--- src/rtl/ctlep_pkg.sv ---
package ctlep_pkg;
    localparam int MODE_W = 4;
    localparam int REG_W  = MODE_W + 4;

    typedef enum logic [1:0] {
        TOK_NONE  = 2'b00,
        TOK_OUT   = 2'b01,
        TOK_IN    = 2'b10,
        TOK_SETUP = 2'b11
    } tok_kind_e;

    typedef struct packed {
        logic              setup;
        logic              in_rx;
        logic              out_rx;
        logic              ack;
        logic [MODE_W-1:0] mode;
    } ep0_reg_t;

    function automatic logic sie_touches(logic tok_end, tok_kind_e kind, logic ack);
        return (tok_end && kind != TOK_NONE) || ack;
    endfunction
endpackage

--- src/rtl/ctlep_lock.sv ---
module ctlep_lock #(
    parameter bit LOCK_EN = 1'b1
) (
    input  logic clk,
    input  logic rst,
    input  logic sie_upd,
    input  logic cpu_rd,
    output logic locked
);
    generate
        if (LOCK_EN) begin : g_lock
            logic lk_q;
            always_ff @(posedge clk) begin
                if (rst)          lk_q <= 1'b0;
                else if (sie_upd) lk_q <= 1'b1;
                else if (cpu_rd)  lk_q <= 1'b0;
            end
            assign locked = lk_q;


            lock_after_update_chk: assert property (@(posedge clk) disable iff (rst)
                sie_upd |=> locked);

            read_unlocks_chk: assert property (@(posedge clk) disable iff (rst)
                cpu_rd && !sie_upd |=> !locked);
        end else begin : g_nolock
            assign locked = 1'b0;
        end
    endgenerate
endmodule

--- src/rtl/ctlep_regfile.sv ---
module ctlep_regfile
    import ctlep_pkg::*;
(
    input  logic                 clk,
    input  logic                 rst,
    input  logic                 lock_i,
    input  logic                 sie_upd,
    input  logic                 cpu_wr,
    input  logic [REG_W-1:0]     cpu_wdata,
    input  logic                 tok_end,
    input  tok_kind_e            tok_kind,
    input  logic                 sie_ack,
    input  logic                 setup_hold,
    output ep0_reg_t             q
);
    ep0_reg_t d;
    logic     low_wr_ok;

    assign low_wr_ok = cpu_wr && !lock_i && !sie_upd;

    always_comb begin
        d = q;
        if (low_wr_ok) begin
            d.in_rx  = cpu_wdata[REG_W-2];
            d.out_rx = cpu_wdata[REG_W-3];
            d.ack    = cpu_wdata[REG_W-4];
            d.mode   = cpu_wdata[MODE_W-1:0];
        end
        if (cpu_wr) d.setup = 1'b0;
        if (tok_end) begin
            case (tok_kind)
                TOK_OUT:   d.out_rx = 1'b1;
                TOK_IN:    d.in_rx  = 1'b1;
                TOK_SETUP: d.setup  = 1'b1;
                default:   ;
            endcase
        end
        if (sie_ack)    d.ack   = 1'b1;
        if (setup_hold) d.setup = 1'b1;
    end

    always_ff @(posedge clk) begin
        if (rst) q <= '0;
        else     q <= d;
    end


    locked_wr_ignore_chk: assert property (@(posedge clk) disable iff (rst)
        lock_i && cpu_wr && !sie_upd |=> q[REG_W-2:0] == $past(q[REG_W-2:0]));

    ack_sets_chk: assert property (@(posedge clk) disable iff (rst)
        sie_ack |=> q.ack);

    hold_forces_setup_chk: assert property (@(posedge clk) disable iff (rst)
        setup_hold |=> q.setup);

    write_clears_setup_chk: assert property (@(posedge clk) disable iff (rst)
        cpu_wr && !setup_hold && !(tok_end && tok_kind == TOK_SETUP) |=> !q.setup);
endmodule

--- src/rtl/ctl_ep_mode_reg.sv ---
module ctl_ep_mode_reg
    import ctlep_pkg::*;
#(
    parameter bit LOCK_EN = 1'b1
) (
    input  logic       clk,
    input  logic       rst,
    input  logic       cpu_rd,
    input  logic       cpu_wr,
    input  logic [7:0] cpu_wdata,
    output logic [7:0] cpu_rdata,
    input  logic       sie_tok_end,
    input  logic [1:0] sie_tok_kind,
    input  logic       sie_ack,
    input  logic       sie_setup_hold,
    output logic       fifo_wr_block,
    output logic       lock_flag
);
    tok_kind_e kind;
    logic      sie_upd;
    logic      locked;
    ep0_reg_t  q;

    assign kind    = tok_kind_e'(sie_tok_kind);
    assign sie_upd = sie_touches(sie_tok_end, kind, sie_ack);

    ctlep_lock #(.LOCK_EN(LOCK_EN)) u_lock (
        .clk     (clk),
        .rst     (rst),
        .sie_upd (sie_upd),
        .cpu_rd  (cpu_rd),
        .locked  (locked)
    );

    ctlep_regfile u_regs (
        .clk        (clk),
        .rst        (rst),
        .lock_i     (locked),
        .sie_upd    (sie_upd),
        .cpu_wr     (cpu_wr),
        .cpu_wdata  (cpu_wdata),
        .tok_end    (sie_tok_end),
        .tok_kind   (kind),
        .sie_ack    (sie_ack),
        .setup_hold (sie_setup_hold),
        .q          (q)
    );

    assign cpu_rdata     = q;
    assign lock_flag     = locked;
    assign fifo_wr_block = q.setup || sie_setup_hold;


    fifo_block_setup_chk: assert property (@(posedge clk) disable iff (rst)
        $past(sie_setup_hold) |-> fifo_wr_block);

    no_lock_variant_chk: assert property (@(posedge clk) disable iff (rst)
        !LOCK_EN |-> !lock_flag);
endmodule

--- config.mk ---
export PLATFORM = sky130hd
export DESIGN_NAME = ctl_ep_mode_reg
export DESIGN_NICKNAME = d
export VERILOG_FILES = /design/src/rtl/ctlep_pkg.sv /design/src/rtl/ctlep_lock.sv /design/src/rtl/ctlep_regfile.sv /design/src/rtl/ctl_ep_mode_reg.sv
export SDC_FILE = /design/constraint.sdc
export NUM_CORES = 1
export LEC_CHECK = 0
export BUFFER_PORTS_ARGS = -buffer_cell sky130_fd_sc_hd__buf_2
export CAP_MARGIN = 40
export CORE_AREA = 3 3 40 42
export CTS_BUF_LIST = sky130_fd_sc_hd__clkbuf_8
export DETAILED_ROUTE_END_ITERATION = 8
export DIE_AREA = 0 0 43 45
export GPL_TIMING_DRIVEN = 0
export HOLD_SLACK_MARGIN = 0.05
export PLACE_DENSITY = 0.69
export SYNTH_ARGS = -nofsm -noshare
export SYNTH_HDL_FRONTEND = slang
export SYNTH_SLANG_ARGS = --single-unit
--- constraint.sdc ---
create_clock -name clk -period 1.2 [get_ports clk]
set_input_delay 0.12 -clock clk [delete_from_list [all_inputs] [get_ports clk]]
set_output_delay 0.12 -clock clk [all_outputs]
set_load 0.05 [all_outputs]
Word-level counts from Yosys, hierarchy flattened
Cells that the tools add are included. W data, S select, Z words.

Register bits after elaboration: 9. Word-level logic and storage cells: 29.

Equality and inequality tests: 3. Muxes and demuxes: 10. Reductions and logical operators: 10.

Operator list (number): $mux W1 (8); $mux W7 (1); $reduce_bool A2 Y1 (3); $eq A2 B2 Y1 const B (2); $logic_and A1 B1 Y1 (3); $mux W3 (1); $eq A2 B1 Y1 const B (1); $logic_not A1 Y1 (2); $logic_or A1 B1 Y1 (2).

Logic depth before layout (Yosys ltp)
Gate-level depths: netlist (run 1).

Word-level depth: 9. Depth in mapped cells: 3. Gate-level depth less buffers: 3.

By module
A second synthesis (run 1) with hierarchy kept.

Cell total of the unflattened synthesis: 46. Area total of the unflattened synthesis: 377.9 um^2.

Modules (own cells, without submodules): ctlep_regfile (instances 1, cells an instance 39, area each 321.6 um^2); ctlep_lock (instances 1, cells an instance 4, area each 38.8 um^2); ctl_ep_mode_reg (instances 1, cells an instance 3, area each 17.5 um^2).

Worst setup path before layout (run 1)
No wires, ideal clock.

Path type: register to register. Start: register u_lock.g_lock.lk_q (netlist: u_lock.locked). End: register u_regs.q[5] (netlist name). Setup time: 131 ps. Arrival time: 1183 ps. Required time: 1069 ps. Setup slack: -113 ps. Stages on the path, launching flop included: 4. Period minus slack after synthesis: 1313 ps. Path through: dfxtp_1 or3b_4 o21ai_1 a31oi_1.

Cells in the longest elaborated chain, start to end: 6.

Ends and longest elaborated chain: from (decl) (RTL line ctlep_lock.sv:12) `logic lk_q;`; from (signal assigned) (RTL line ctlep_lock.sv:14) `if (rst) lk_q <= 1'b0;`; from (signal assigned) (RTL line ctlep_lock.sv:15) `else if (sie_upd) lk_q <= 1'b1;`; from (signal assigned) (RTL line ctlep_lock.sv:16) `else if (cpu_rd) lk_q <= 1'b0;`; $logic_not A1 Y1 * (RTL line ctlep_regfile.sv:19) `assign low_wr_ok = cpu_wr && !lock_i && !sie_upd;`; $logic_and A1 B1 Y1 * (2 in a row) (RTL line ctlep_regfile.sv:19); $mux W7 * (RTL line ctlep_regfile.sv:23) `if (low_wr_ok) begin`; $mux W1 (RTL line ctlep_regfile.sv:31) `case (tok_kind)`; $mux W3 * (RTL line ctlep_regfile.sv:30) `if (tok_end) begin`.

Every way passes the cells marked *; elsewhere a longest branch is shown, timed or not. The select of a mux whose other input is x is not followed. A chain may end at the register's enable or synchronous reset.

Final worst setup path (run 1)
Start: register u_lock.g_lock.lk_q (netlist: u_lock.locked). End: register u_regs.q[6] (netlist name).

Cells in the longest elaborated chain, start to end: 6.

Ends and longest elaborated chain (RTL line): $logic_not A1 Y1 * (ctlep_regfile.sv:19); $logic_and A1 B1 Y1 * (2 in a row) (ctlep_regfile.sv:19); $mux W7 * (ctlep_regfile.sv:23); $mux W1 (ctlep_regfile.sv:31); $mux W3 * (ctlep_regfile.sv:30).

Marked as above.

==> results of run 1 <==
-- final cells by class --
cell class              instances  area [um^2]  area share, %
plain buffers                   1         3.75          0.640
clock buffers                   3         41.3           7.04
clock inverters                 1         3.75          0.640
inverters                       3         11.3           1.92
multi-input cells              33          206           35.2
flip-flops and latches          9          181           30.9
well taps                      15         18.8           3.20
repair buffers                 24          120           20.5
-- worst min-delay path, delay by kind of cell --
kind	cells	cell delay (ps)
buffers and inverters	1	90
AOI/OAI and AO/OA	1	50
and+or+nand+nor	1	50
-- flip-flops by register name, indices dropped and copies added, names as in the netlist --
| name | count |
|---|---|
| u_lock.locked | 1 |
| u_regs.q | 8 |
-- Yosys cell counts --
cell type	instances
or3b_4	1
inv_1	3
a31oi_1	2
nand3b_1	2
nand3_1	7
o21a_1	1
dfxtp_1	9
clkbuf_1	1
o21ai_2	1
o21ai_1	7
a41oi_1	1
nor3b_2	1
a21oi_1	9
or2_1	1
-- cell families after synthesis --
logic type | Yosys count | synth area share [%]
DFF | 9 | 45.9
AOI/OAI and AO/OA | 21 | 29.9
buffers and inverters | 4 | 3.82
and+or+nand+nor | 12 | 20.4
-- timing repair --
item,4_1_cts,5_1_grt
gates resized for setup,0,1
endpoints found under the hold margin,0,0
setup endpoints to repair,0,2
-- routing by layer --
layer  track usage (%)  vias up
li1                  -      227
met1              15.8      198
met2              16.5       29
met3              4.78        2
met4              7.23        0
met5                 0        -
-- where the power goes --
part           leakage [nW]  internal (mW)  switching [mW]  total (mW)
Combinational         0.166         0.0563           0.122       0.178
Sequential           0.0742          0.318          0.0113       0.329
Clock                0.0269          0.222           0.115       0.338
Total                 0.267          0.596           0.248       0.845
-- final timing paths --
kind / from / endpoint / slack (ps) / cells past startpoint
setup / recovery: u_lock.locked / u_regs.q[6] / 60 / 3
hold / removal: cpu_wdata[1] / u_regs.q[1] / 140 / 3
setup reg to reg: u_lock.locked / u_regs.q[6] / 60 / 3
hold reg to reg: u_regs.q[2] / u_regs.q[2] / 480 / 2
==> flow_summary.ini, run 1 <==
[status]
status = complete, no violations

[placement]
dpl_cell_area_um2 = 536
dp.cells = 85
dp_hpwl_um = 828
place_congestion = 0.684
pre_cts_ws_ps = 74.1
io_buffers = 24

[routing]
drtPass1Iterations = 4
wl_um = 1110
avgRoutedWirePerCell_um = 12.4
wl_met1_um = 486
vias = 456
dr_wl_met2_um = 451
antenna_left = 0
highest_layer = met4
avgViaCountPerCell = 5.12
wl_met3_um = 148
drcViolationCount = 0
drt_iter0_markers = 14

[synth]
syn_area_per_cell_um2 = 8.54
ys_warn_count = 0
synth-seq-cells = 9
syn_area_um2 = 393
synthDistinctLibCells = 14
synth_top_cell_area_share_pct = 45.9
syn-num-nets = 63
netlist_top_cells_area = dfxtp_1 46%, a21oi_1 11%, nand3_1 8.9%
yosysSeqAreaShare_pct = 45.9
synth_cells = 46
synth_top_cell_by_area = dfxtp_1

[grt]
grt_pass1_vias = 378
gr-total-overflow = 0
antenna_found_initial = 0
grt_start_max_net_pins = 10
grt_util_all_layers_pct = 12.0
grt_first_pass_wirelength_um = 1720

[final_layout]
syn2layout_area_growth_pct = 49.4
nets = 92
drive_gt1_share_pct = 43.2
final_cell_mix = 24 x buf_2, 9 x a21oi_1, 8 x dfxtp_1
n_fill_cell = 150
final_util_pct = 45.7
n_antenna_cell = 0
layout_commonest_cell = buf_2
final_cell_area_um2 = 587
fin_cells = 89

[power_and_ir_drop]
peakVddDrop_uv = 569
power_uw = 845
powerDensity_nw_per_um2 = 1440
p_leak_nw = 0.267

[sta]
finalCritPeriodShare_pct = 95.1
max_slew_margin_pct = 75.3
hold_viol_final = 0
final.setup.tns_ps = 0
max_freq_mhz = 876
finClkSkew_ps = 1.87
layout_min_cycle_time_ps = 1140
setup_slack_ps = 58.4
setup_viol = 0
rsz0062_at_grt = no
whs_ps = 137
slew_violations = 0
worst_slew_pin_slew_ps = 370

[setup_path]
cp-start-kind = flip-flop
worstSetupPathType = flip-flop to flip-flop
cp_slowest_stage_delay_ps = 450
critPathMaxFanout = 7
endpoint_kind = flip-flop
slowest_stage = or3b_4
crit_chain = or3b_4, o21ai_1, a31oi_1
arrival_ps = 1240
cp_num_buf_inv = 0
critPathTopFamily = simple AND/OR/NAND/NOR gates
worstPathRequired_ps = 1300

[clock_network]
clk_latency_ps = 230
postCtsHoldBufs = 0
cts.clk_slew.worst_paths_ps = 40
cts-root-buf = clkbuf_8
cts_buffers = 3
cts.htree.levels = 1
clock_sinks = 9
cts_tree = yes
clock_path_buffers = 2
cts_setup_buffers = 0

[floorplan]
rows = 13
start_util_pct = 30.6
fp.dieH_um = 45
die_area_um2 = 1940
die_x_um = 43
core_area_um2 = 1280
io_pins = 27

[job]
max_cap_viol_count = 0

[hold_path]
worst_hold_path_type = primary input to flip-flop
Note: power is estimated with default switching activity, not from simulation.
==> run 2, diff against run 1 <==
--- a/config.mk
+++ b/config.mk
@@ -13,7 +13,8 @@
 export DIE_AREA = 0 0 43 45
 export GPL_TIMING_DRIVEN = 0
 export HOLD_SLACK_MARGIN = 0.05
-export PLACE_DENSITY = 0.69
+export PLACE_DENSITY = 0.68
 export SYNTH_ARGS = -nofsm -noshare
 export SYNTH_HDL_FRONTEND = slang
+export SYNTH_HIERARCHICAL = 1
 export SYNTH_SLANG_ARGS = --single-unit
==> run 2 against run 1 <==
Effect of this change:
- wire length decreased by 16%
- cell count is 1.1% higher
- count of clock-buffer cells in the layout unchanged
==> flow_summary.ini, run 2 <==
[status]
status = complete, no violations

[setup_path]
cp_slowest_stage_delay_ps = 440
endpoint_kind = flip-flop
worstPathRequired_ps = 1290
arrival_ps = 1170
worstSetupPathType = flip-flop to flip-flop
r2r-end = u_regs/q[6]
slowest_stage = or3b_4
rr_worst_depth = 3
critPathMaxFanout = 7
rr_startpoint = u_lock/locked
crit_chain = or3b_4, nand2_1, a31oi_1
cp-start-kind = flip-flop
startpoint = u_lock/locked
reg2reg_slack_ps = 120

[final_layout]
nets = 93
drive_gt1_share_pct = 44.0
syn2layout_area_growth_pct = 53.0
final_util_pct = 45.0
regMostFlops = u_regs/q
largest_reg_flops = 8
final_cell_mix = 25 x buf_2, 13 x nand2_1, 8 x a21oi_1, 8 x dfxtp_1
n_antenna_cell = 0
final_cell_area_um2 = 578
layout_commonest_cell = buf_2

[power_and_ir_drop]
p_switching_uw = 230
p_leak_nw = 0.277
seq_power_share_pct = 39.7
p_sw_share_pct = 27.9
p_int_uw = 595
pwr-share-clk_pct = 40.1
p_comb_share_pct = 20.2
peakVddDrop_uv = 608
powerDensity_nw_per_um2 = 1430

[routing]
antenna_left = 0
vias = 406
drcViolationCount = 0
drt_iter0_markers = 4
wl_um = 926
avgRoutedWirePerCell_um = 10.3
avgViaCountPerCell = 4.51
drtPass1Iterations = 4

[clock_network]
cts-root-buf = clkbuf_8
cts_buffers = 3
cts_tree = yes
cts.clk_slew.worst_paths_ps = 40
clk_latency_ps = 220
cts_setup_buffers = 0
clock_sinks = 9
clock_path_buffers = 2
cts.htree.levels = 1

[sta]
max_slew_margin_pct = 73.4
layout_min_cycle_time_ps = 1080
worst_slew_pin_slew_ps = 399
finClkSkew_ps = 0.773
final.setup.tns_ps = 0
hold_viol_final = 0
slew_violations = 0
rsz0062_at_grt = no
setup_viol = 0
finalCritPeriodShare_pct = 90.1
max_freq_mhz = 925

[synth]
syn-num-nets = 63
synth-edff-count = 0
syn_area_per_cell_um2 = 8.21
netlist_top_cells_area = dfxtp_1 48%, nand2_1 13%, a21oi_1 11%
synth-main-ff-cell = dfxtp_1
synthArstFlopShare_pct = 0
synthDistinctLibCells = 15
synth_top_cell_by_area = dfxtp_1
synth_cells = 46
syn_area_um2 = 378
yosysSeqAreaShare_pct = 47.7
ys_top_cells_by_count = 13 x nand2_1, 9 x dfxtp_1, 8 x a21oi_1
synth-seq-cells = 9
synth.most_common_cell = nand2_1
ys_warn_count = 6
synth_top_cell_area_share_pct = 47.7

[grt]
antenna_found_initial = 0
gr-total-overflow = 0
grt_start_max_net_pins = 9
grt_first_pass_wirelength_um = 1520
grt_pass1_vias = 384
grt_util_all_layers_pct = 10.5

[floorplan]
core_area_um2 = 1280
die_area_um2 = 1940
rows = 13
start_util_pct = 29.4
fp.dieH_um = 45
die_x_um = 43
io_pins = 27

[placement]
place_congestion = 0.678
dp_hpwl_um = 707
io_buffers = 25
dpl_cell_area_um2 = 526

[hold_path]
worstHoldStart = cpu_wdata[3]
min_to = u_regs/q[3]
hold_path_depth = 3
worst_hold_path_type = primary input to flip-flop

[job]
max_cap_viol_count = 0
==> run 2: area by class of cell <==
cell class | instances | area [um^2]
fillers | 134 | 707
clock buffers | 3 | 41.3
well taps | 15 | 18.8
repair buffers | 26 | 135
clock inverters | 1 | 3.75
plain buffers | 1 | 3.75
flip-flops and latches | 9 | 181
multi-input cells | 33 | 186
inverters | 2 | 7.51
==> run 2: power groups by stage <==
stage               clock network (mW)  logic, mW  registers [mW]
floorplan                            0     0.0516           0.391
global placement                     0      0.162           0.333
detailed placement                   0      0.164           0.333
CTS                              0.345      0.167           0.328
global route                     0.366      0.178           0.330
finish                           0.331      0.167           0.328
==> run 2: worst max path at each step <==
stage	end	slack, ps
floorplan	u_regs/q[5]	3
global placement	u_regs/q[5]	-110
detailed placement	u_regs/q[5]	-140
CTS	u_regs/q[6]	30
global route	u_regs/q[2]	70
finish	u_regs/q[6]	120
==> run 2: critical path: cells and delay by family, from the launching register on <==
family / cells / cell delay (ps)
DFF: 1 / 340
and+or+nand+nor: 2 / 530
AOI/OAI and AO/OA: 1 / 70
==> run 2: kinds of logic (layout without fill, tap and decap cells) <==
family / Yosys count / count (layout) / share of synthesized area [%]
simple gates: 21 / 21 / 30.5
flops: 9 / 9 / 47.7
compound gates: 12 / 12 / 17.5
buf+inv: 4 / 33 / 4.30
==> run 2: through the flow <==
stage | setup WS (ps) | hold WS [ps] | instances | total power, mW
finish | 119 | 133 | 90 | 0.825
global route | 68.4 | 148 | 90 | 0.874
detailed placement | -142 | 287 | 86 | 0.497
global placement | -111 | 284 | 86 | 0.494
floorplan | 3.11 | 175 | 46 | 0.442
CTS | 28.9 | 132 | 91 | 0.840
==> run 2: per-layer routing <==
metal  up-vias  wire length (um)  track usage (%)
met1       171               414             13.8
met5         -                 0                0
li1        212                 -                -
met3         0               118             2.79
met2        23               392             15.9
met4         0                 0             5.42
==> run 2: repair_timing <==
action	4_1_cts	5_1_grt
gates resized for setup	0	1
endpoints found under the hold margin	1	0
hold buffers	1	0
endpoints found under the setup margin	0	5
